--- config.mk ---
export PLATFORM = sky130hd
export DESIGN_NAME = dma_gctl
export DESIGN_NICKNAME = d
export VERILOG_FILES = /design/src/rtl/dma_gctl_pkg.sv /design/src/rtl/dma_gctl_cfg.sv /design/src/rtl/dma_gctl_cncl.sv /design/src/rtl/dma_gctl_gate.sv /design/src/rtl/dma_gctl.sv
export SDC_FILE = /design/constraint.sdc
export NUM_CORES = 1
export LEC_CHECK = 0
export ABC_CLOCK_PERIOD_IN_PS = 950
export CAP_MARGIN = 40
export CORE_MARGIN = 2
export CORE_UTILIZATION = 28
export CTS_BUF_LIST = sky130_fd_sc_hd__clkbuf_8
export CTS_CLUSTER_DIAMETER = 40
export DETAILED_ROUTE_END_ITERATION = 7
export GPL_TIMING_DRIVEN = 1
export PLACE_DENSITY = 0.91
export SLEW_MARGIN = 5
export SYNTH_ARGS = -nofsm -noshare
export SYNTH_HDL_FRONTEND = slang
export SYNTH_HIERARCHICAL = 1
export SYNTH_SLANG_ARGS = --single-unit
--- constraint.sdc ---
create_clock -name clk -period 0.95 [get_ports clk]
set_input_delay 0.1425 -clock clk [delete_from_list [all_inputs] [get_ports clk]]
set_output_delay 0.1425 -clock clk [all_outputs]
set_load 0.005 [all_outputs]
--- src/rtl/dma_gctl_pkg.sv ---
package dma_gctl_pkg;
  localparam int unsigned REG_W = 32;

  // Field positions decoded by the rest of the engine
  localparam int unsigned B_DBG_EN   = 1;
  localparam int unsigned B_CH_RR    = 2;
  localparam int unsigned B_GRP_RR   = 3;
  localparam int unsigned B_HALT_ERR = 4;
  localparam int unsigned B_HALT     = 5;
  localparam int unsigned B_CONT_LNK = 6;
  localparam int unsigned B_LOOP_MAP = 7;
  localparam int unsigned B_G0_PRI   = 8;
  localparam int unsigned B_G1_PRI   = 10;
  localparam int unsigned B_ERR_CNCL = 16;
  localparam int unsigned B_CNCL     = 17;
  localparam int unsigned B_ACTIVE   = 31;

  localparam int unsigned N_CNCL = 2;

  localparam logic [REG_W-1:0] CFG_MASK  = 32'h0000_05FE;
  localparam logic [REG_W-1:0] CFG_RESET = 32'h0000_0400;

  function automatic int unsigned cncl_bit(input int unsigned idx);
    return (idx == 0) ? B_ERR_CNCL : B_CNCL;
  endfunction
endpackage

--- src/rtl/dma_gctl_cfg.sv ---
module dma_gctl_cfg
  import dma_gctl_pkg::*;
(
  input  logic             clk,
  input  logic             rst_n,
  input  logic             wr_en_i,
  input  logic [REG_W-1:0] wr_data_i,
  input  logic             err_i,
  output logic [REG_W-1:0] cfg_o
);
  logic [REG_W-1:0] cfg_q, cfg_d;
  logic             cfg_en;
  logic             err_halt;

  assign err_halt = err_i & cfg_q[B_HALT_ERR];
  assign cfg_en   = wr_en_i | err_halt;

  always_comb begin
    cfg_d = cfg_q;
    if (wr_en_i) cfg_d = wr_data_i & CFG_MASK;
    if (err_halt) cfg_d[B_HALT] = 1'b1;
  end

  always_ff @(posedge clk or negedge rst_n) begin
    if (!rst_n)      cfg_q <= CFG_RESET;
    else if (cfg_en) cfg_q <= cfg_d;
  end

  assign cfg_o = cfg_q;
endmodule

--- src/rtl/dma_gctl_cncl.sv ---
module dma_gctl_cncl #(
  parameter bit REPORT_ERR = 1'b0
) (
  input  logic clk,
  input  logic rst_n,
  input  logic set_i,
  input  logic busy_i,
  input  logic pair_done_i,
  output logic pend_o,
  output logic req_o,
  output logic upd_o
);
  logic pend_q, pend_d, pend_en;
  logic honor;

  assign honor   = pend_q & busy_i & pair_done_i;
  // An idle engine has nothing to cancel, so the bit drops at once
  assign pend_d  = set_i | (pend_q & busy_i & ~pair_done_i);
  assign pend_en = set_i | pend_q;

  always_ff @(posedge clk or negedge rst_n) begin
    if (!rst_n)       pend_q <= 1'b0;
    else if (pend_en) pend_q <= pend_d;
  end

  assign pend_o = pend_q;
  assign req_o  = pend_q & busy_i;

  if (REPORT_ERR) begin : g_rep
    logic upd_q;
    always_ff @(posedge clk or negedge rst_n) begin
      if (!rst_n) upd_q <= 1'b0;
      else        upd_q <= honor;
    end
    assign upd_o = upd_q;
  end else begin : g_norep
    assign upd_o = 1'b0;
  end
endmodule

--- src/rtl/dma_gctl_gate.sv ---
module dma_gctl_gate (
  input  logic halt_i,
  input  logic dbg_en_i,
  input  logic dbg_mode_i,
  output logic permit_o
);
  assign permit_o = ~halt_i & ~(dbg_en_i & dbg_mode_i);
endmodule

--- src/rtl/dma_gctl.sv ---
module dma_gctl
  import dma_gctl_pkg::*;
(
  input  logic        clk,
  input  logic        rst_n,
  input  logic        reg_wr_en_i,
  input  logic [31:0] reg_wr_data_i,
  output logic [31:0] reg_rd_data_o,
  input  logic        dbg_mode_i,
  input  logic        eng_err_i,
  input  logic        chan_active_i,
  input  logic        rw_pair_done_i,
  output logic        start_permit_o,
  output logic        cancel_req_o,
  output logic        err_cancel_req_o,
  output logic        err_status_upd_o
);
  logic [REG_W-1:0]  cfg;
  logic [N_CNCL-1:0] pend, req, upd;

  dma_gctl_cfg u_cfg (
    .clk       (clk),
    .rst_n     (rst_n),
    .wr_en_i   (reg_wr_en_i),
    .wr_data_i (reg_wr_data_i),
    .err_i     (eng_err_i),
    .cfg_o     (cfg)
  );

  for (genvar i = 0; i < N_CNCL; i++) begin : g_cncl
    dma_gctl_cncl #(.REPORT_ERR(i == 0)) u_slot (
      .clk         (clk),
      .rst_n       (rst_n),
      .set_i       (reg_wr_en_i & reg_wr_data_i[cncl_bit(i)]),
      .busy_i      (chan_active_i),
      .pair_done_i (rw_pair_done_i),
      .pend_o      (pend[i]),
      .req_o       (req[i]),
      .upd_o       (upd[i])
    );
  end

  dma_gctl_gate u_gate (
    .halt_i     (cfg[B_HALT]),
    .dbg_en_i   (cfg[B_DBG_EN]),
    .dbg_mode_i (dbg_mode_i),
    .permit_o   (start_permit_o)
  );

  always_comb begin
    reg_rd_data_o = cfg;
    for (int i = 0; i < N_CNCL; i++) reg_rd_data_o[cncl_bit(i)] = pend[i];
    reg_rd_data_o[B_ACTIVE] = chan_active_i;
  end

  assign err_cancel_req_o = req[0];
  assign cancel_req_o     = req[1];
  assign err_status_upd_o = |upd;
endmodule

==> results.py <==
metrics = {
    "logic_synthesis": {
        "syn_area_um2": 669,
        "syn_inst": 58,
        "ys_warn_count": 6,
        "syn_area_per_cell_um2": 11.5,
    },
    "final_layout": {
        "area_growth_syn_to_layout_pct": 52.0,
        "instances_no_fill": 129,
        "nNetsFinal": 141,
        "diodes": 0,
        "fillers": 223,
        "drive_above_1_share_pct": 42.6,
    },
    "clocking": {
        "htree_levels": 1,
        "clk_pin_slew_ns": 0.05,
        "cts_tree": "done",
        "numClockSinks": 12,
        "worstSkewPairLatency_ns": 0.24,
        "ctsHoldBuffers": 0,
        "clock_path_buffers": 2,
        "cts_buffers": 3,
        "root_buffer": "clkbuf_8",
    },
    "floorplan": {
        "io_pins": 75,
        "initial_core_util_pct": 30.0,
        "die_w_um": 52.9,
        "core.rowCount": 17,
        "die_area_mm2": 0.00280,
        "coreArea_mm2": 0.00223,
        "die_h_um": 52.9,
    },
    "global_route": {
        "antenna_found_initial": 0,
        "grt_overflow": 0,
        "grt_max_degree": 8,
        "grt_pass1_wl_mm": 2.23,
        "track_usage_pct": 11.5,
        "grt_pass1_vias": 520,
    },
    "route": {
        "drc_errors": 0,
        "first_pass_iters": 1,
        "ant_nets": 0,
        "wl_per_cell_um": 10.7,
        "drt_iter0_drc": 0,
        "via_count": 506,
        "vias_per_cell": 3.92,
        "wl_mm": 1.38,
    },
    "pwr": {
        "p_leak_nw": 0.528,
        "pwr_density_cell_mw_per_mm2": 1440,
        "finalPower_mw": 1.47,
        "vdd_drop_max_v": 0.00109,
    },
    "worst_setup_path": {
        "crit_path_end_kind": "output pin",
        "path_class": "flop to output pin",
        "worstPathArrival_ns": 0.98,
        "cp.required_ns": 0.81,
        "start_kind": "flop",
        "crit_fanout": 2,
    },
    "sta": {
        "setup_slack_ns": -0.175,
        "max_freq_mhz": 889,
        "setup_viol": 8,
        "grt_setup_unrepaired": "yes",
        "hold_ws_ns": 0.203,
        "timing.final.crit_share_pct": 118,
        "finalHoldViolCount": 0,
        "clock_skew_ns": 0.000325,
        "slew_viol_final": 0,
        "fin_crit_ns": 1.13,
    },
    "status": {
        "violations": "setup timing",
        "status": "finished with violations",
    },
    "placement": {
        "io_buffers": 33,
        "gp_congestion": 0.735,
        "place_ws_ns": -0.537,
        "dp_cells": 119,
        "place_hpwl_mm": 1.08,
    },
    "hold_path": {
        "hold_class": "input port to async pin",
    },
    "run": {
        "maxCapViolCount": 0,
    },
}
## worst paths after layout
kind,cells after the start,start,slack (ns),to
worst max register to register,3,u_cfg/cfg_o[5]$_DFFE_PN0P_,-0.03,u_cfg/cfg_o[5]$_DFFE_PN0P_
worst max-delay path,3,u_cfg/cfg_o[1]$_DFFE_PN0P_,-0.18,start_permit_o
max in group asynchronous,2,rst_n,0.55,u_cfg/cfg_o[10]$_DFFE_PN1P_
worst min-delay path,2,rst_n,0.20,u_cfg/cfg_o[6]$_DFFE_PN0P_
worst min register to register,1,u_cfg/cfg_o[3]$_DFFE_PN0P_,0.50,u_cfg/cfg_o[3]$_DFFE_PN0P_
min in group clk,2,chan_active_i,0.38,g_cncl[0].u_slot/upd_o$_DFF_PN0_
## stage by stage
stage                     cell area (um2)  utilization, %  TNS [ns]
final                                1020            45.5    -0.621
after global routing                 1020            45.5    -0.853
after CTS                            1020            45.8    -0.762
after detailed placement              960            43.0     -5.73
after global placement                960            43.0     -5.21
after floorplan                       741               -         0
## sequential cells by signal (all words and copies together), names as in the netlist
signal,count
u_cfg/cfg_o,9
g_cncl.u_slot/pend_o,2
g_cncl.u_slot/upd_o,1
## final cells by class
cell class                 count  area (um2)  share of cell area (%)
timing repair buffer          43         358                    35.2
sequential                    12         302                    29.6
multi-input combinational     40         260                    25.6
clock buffer                   4        55.1                    5.41
tap                           28        35.0                    3.44
inverter                       2        7.51                   0.738
## routing by layer
| metal | track usage [%] | part of all wire [%] | routed length, um | vias up |
|---|---|---|---|---|
| li1 | - | - | - | 230 |
| met1 | 10.7 | 33 | 459 | 234 |
| met2 | 21.9 | 56 | 769 | 39 |
| met3 | 1.98 | 8.3 | 115 | 3 |
| met4 | 8.97 | 2.5 | 35 | 0 |
| met5 | 0 | 0 | 0 | - |
## critical path: stages, from the launching register on
cell and delay (ns):
dfrtp_1 0.39, buf_6 0.12, a21oi_2 0.11, buf_2 0.12
## placed cells by master, fill, tap and decap left out, types with 2 or more instances in the layout
master and instances:
a21o_1 2, buf_6 7, buf_4 5, conb_1 21
dlygate4sd2_1 3, mux2_2 8, clkbuf_8 4, dfrtp_1 11
inv_1 2, and2_1 2, buf_2 12, and2_4 2
clkdlybuf4s50_1 15
## timing repair
action / in CTS / in global routing
hold endpoints to repair: 0 / 0
setup endpoints to repair: 25 / 8
cloned: 1 / 0
resized for setup: 69 / 1
buffers inserted: 5 / 0
pin swaps: 3 / 0
## where the power goes
group / leakage [nW] / internal (mW) / switching, mW / total [mW]
clock network: 0.0288 / 0.366 / 0.191 / 0.557
registers: 0.142 / 0.562 / 0.0237 / 0.586
logic: 0.357 / 0.207 / 0.116 / 0.323
total: 0.528 / 1.13 / 0.331 / 1.47
Note: power is estimated with default switching activity, not from simulation.
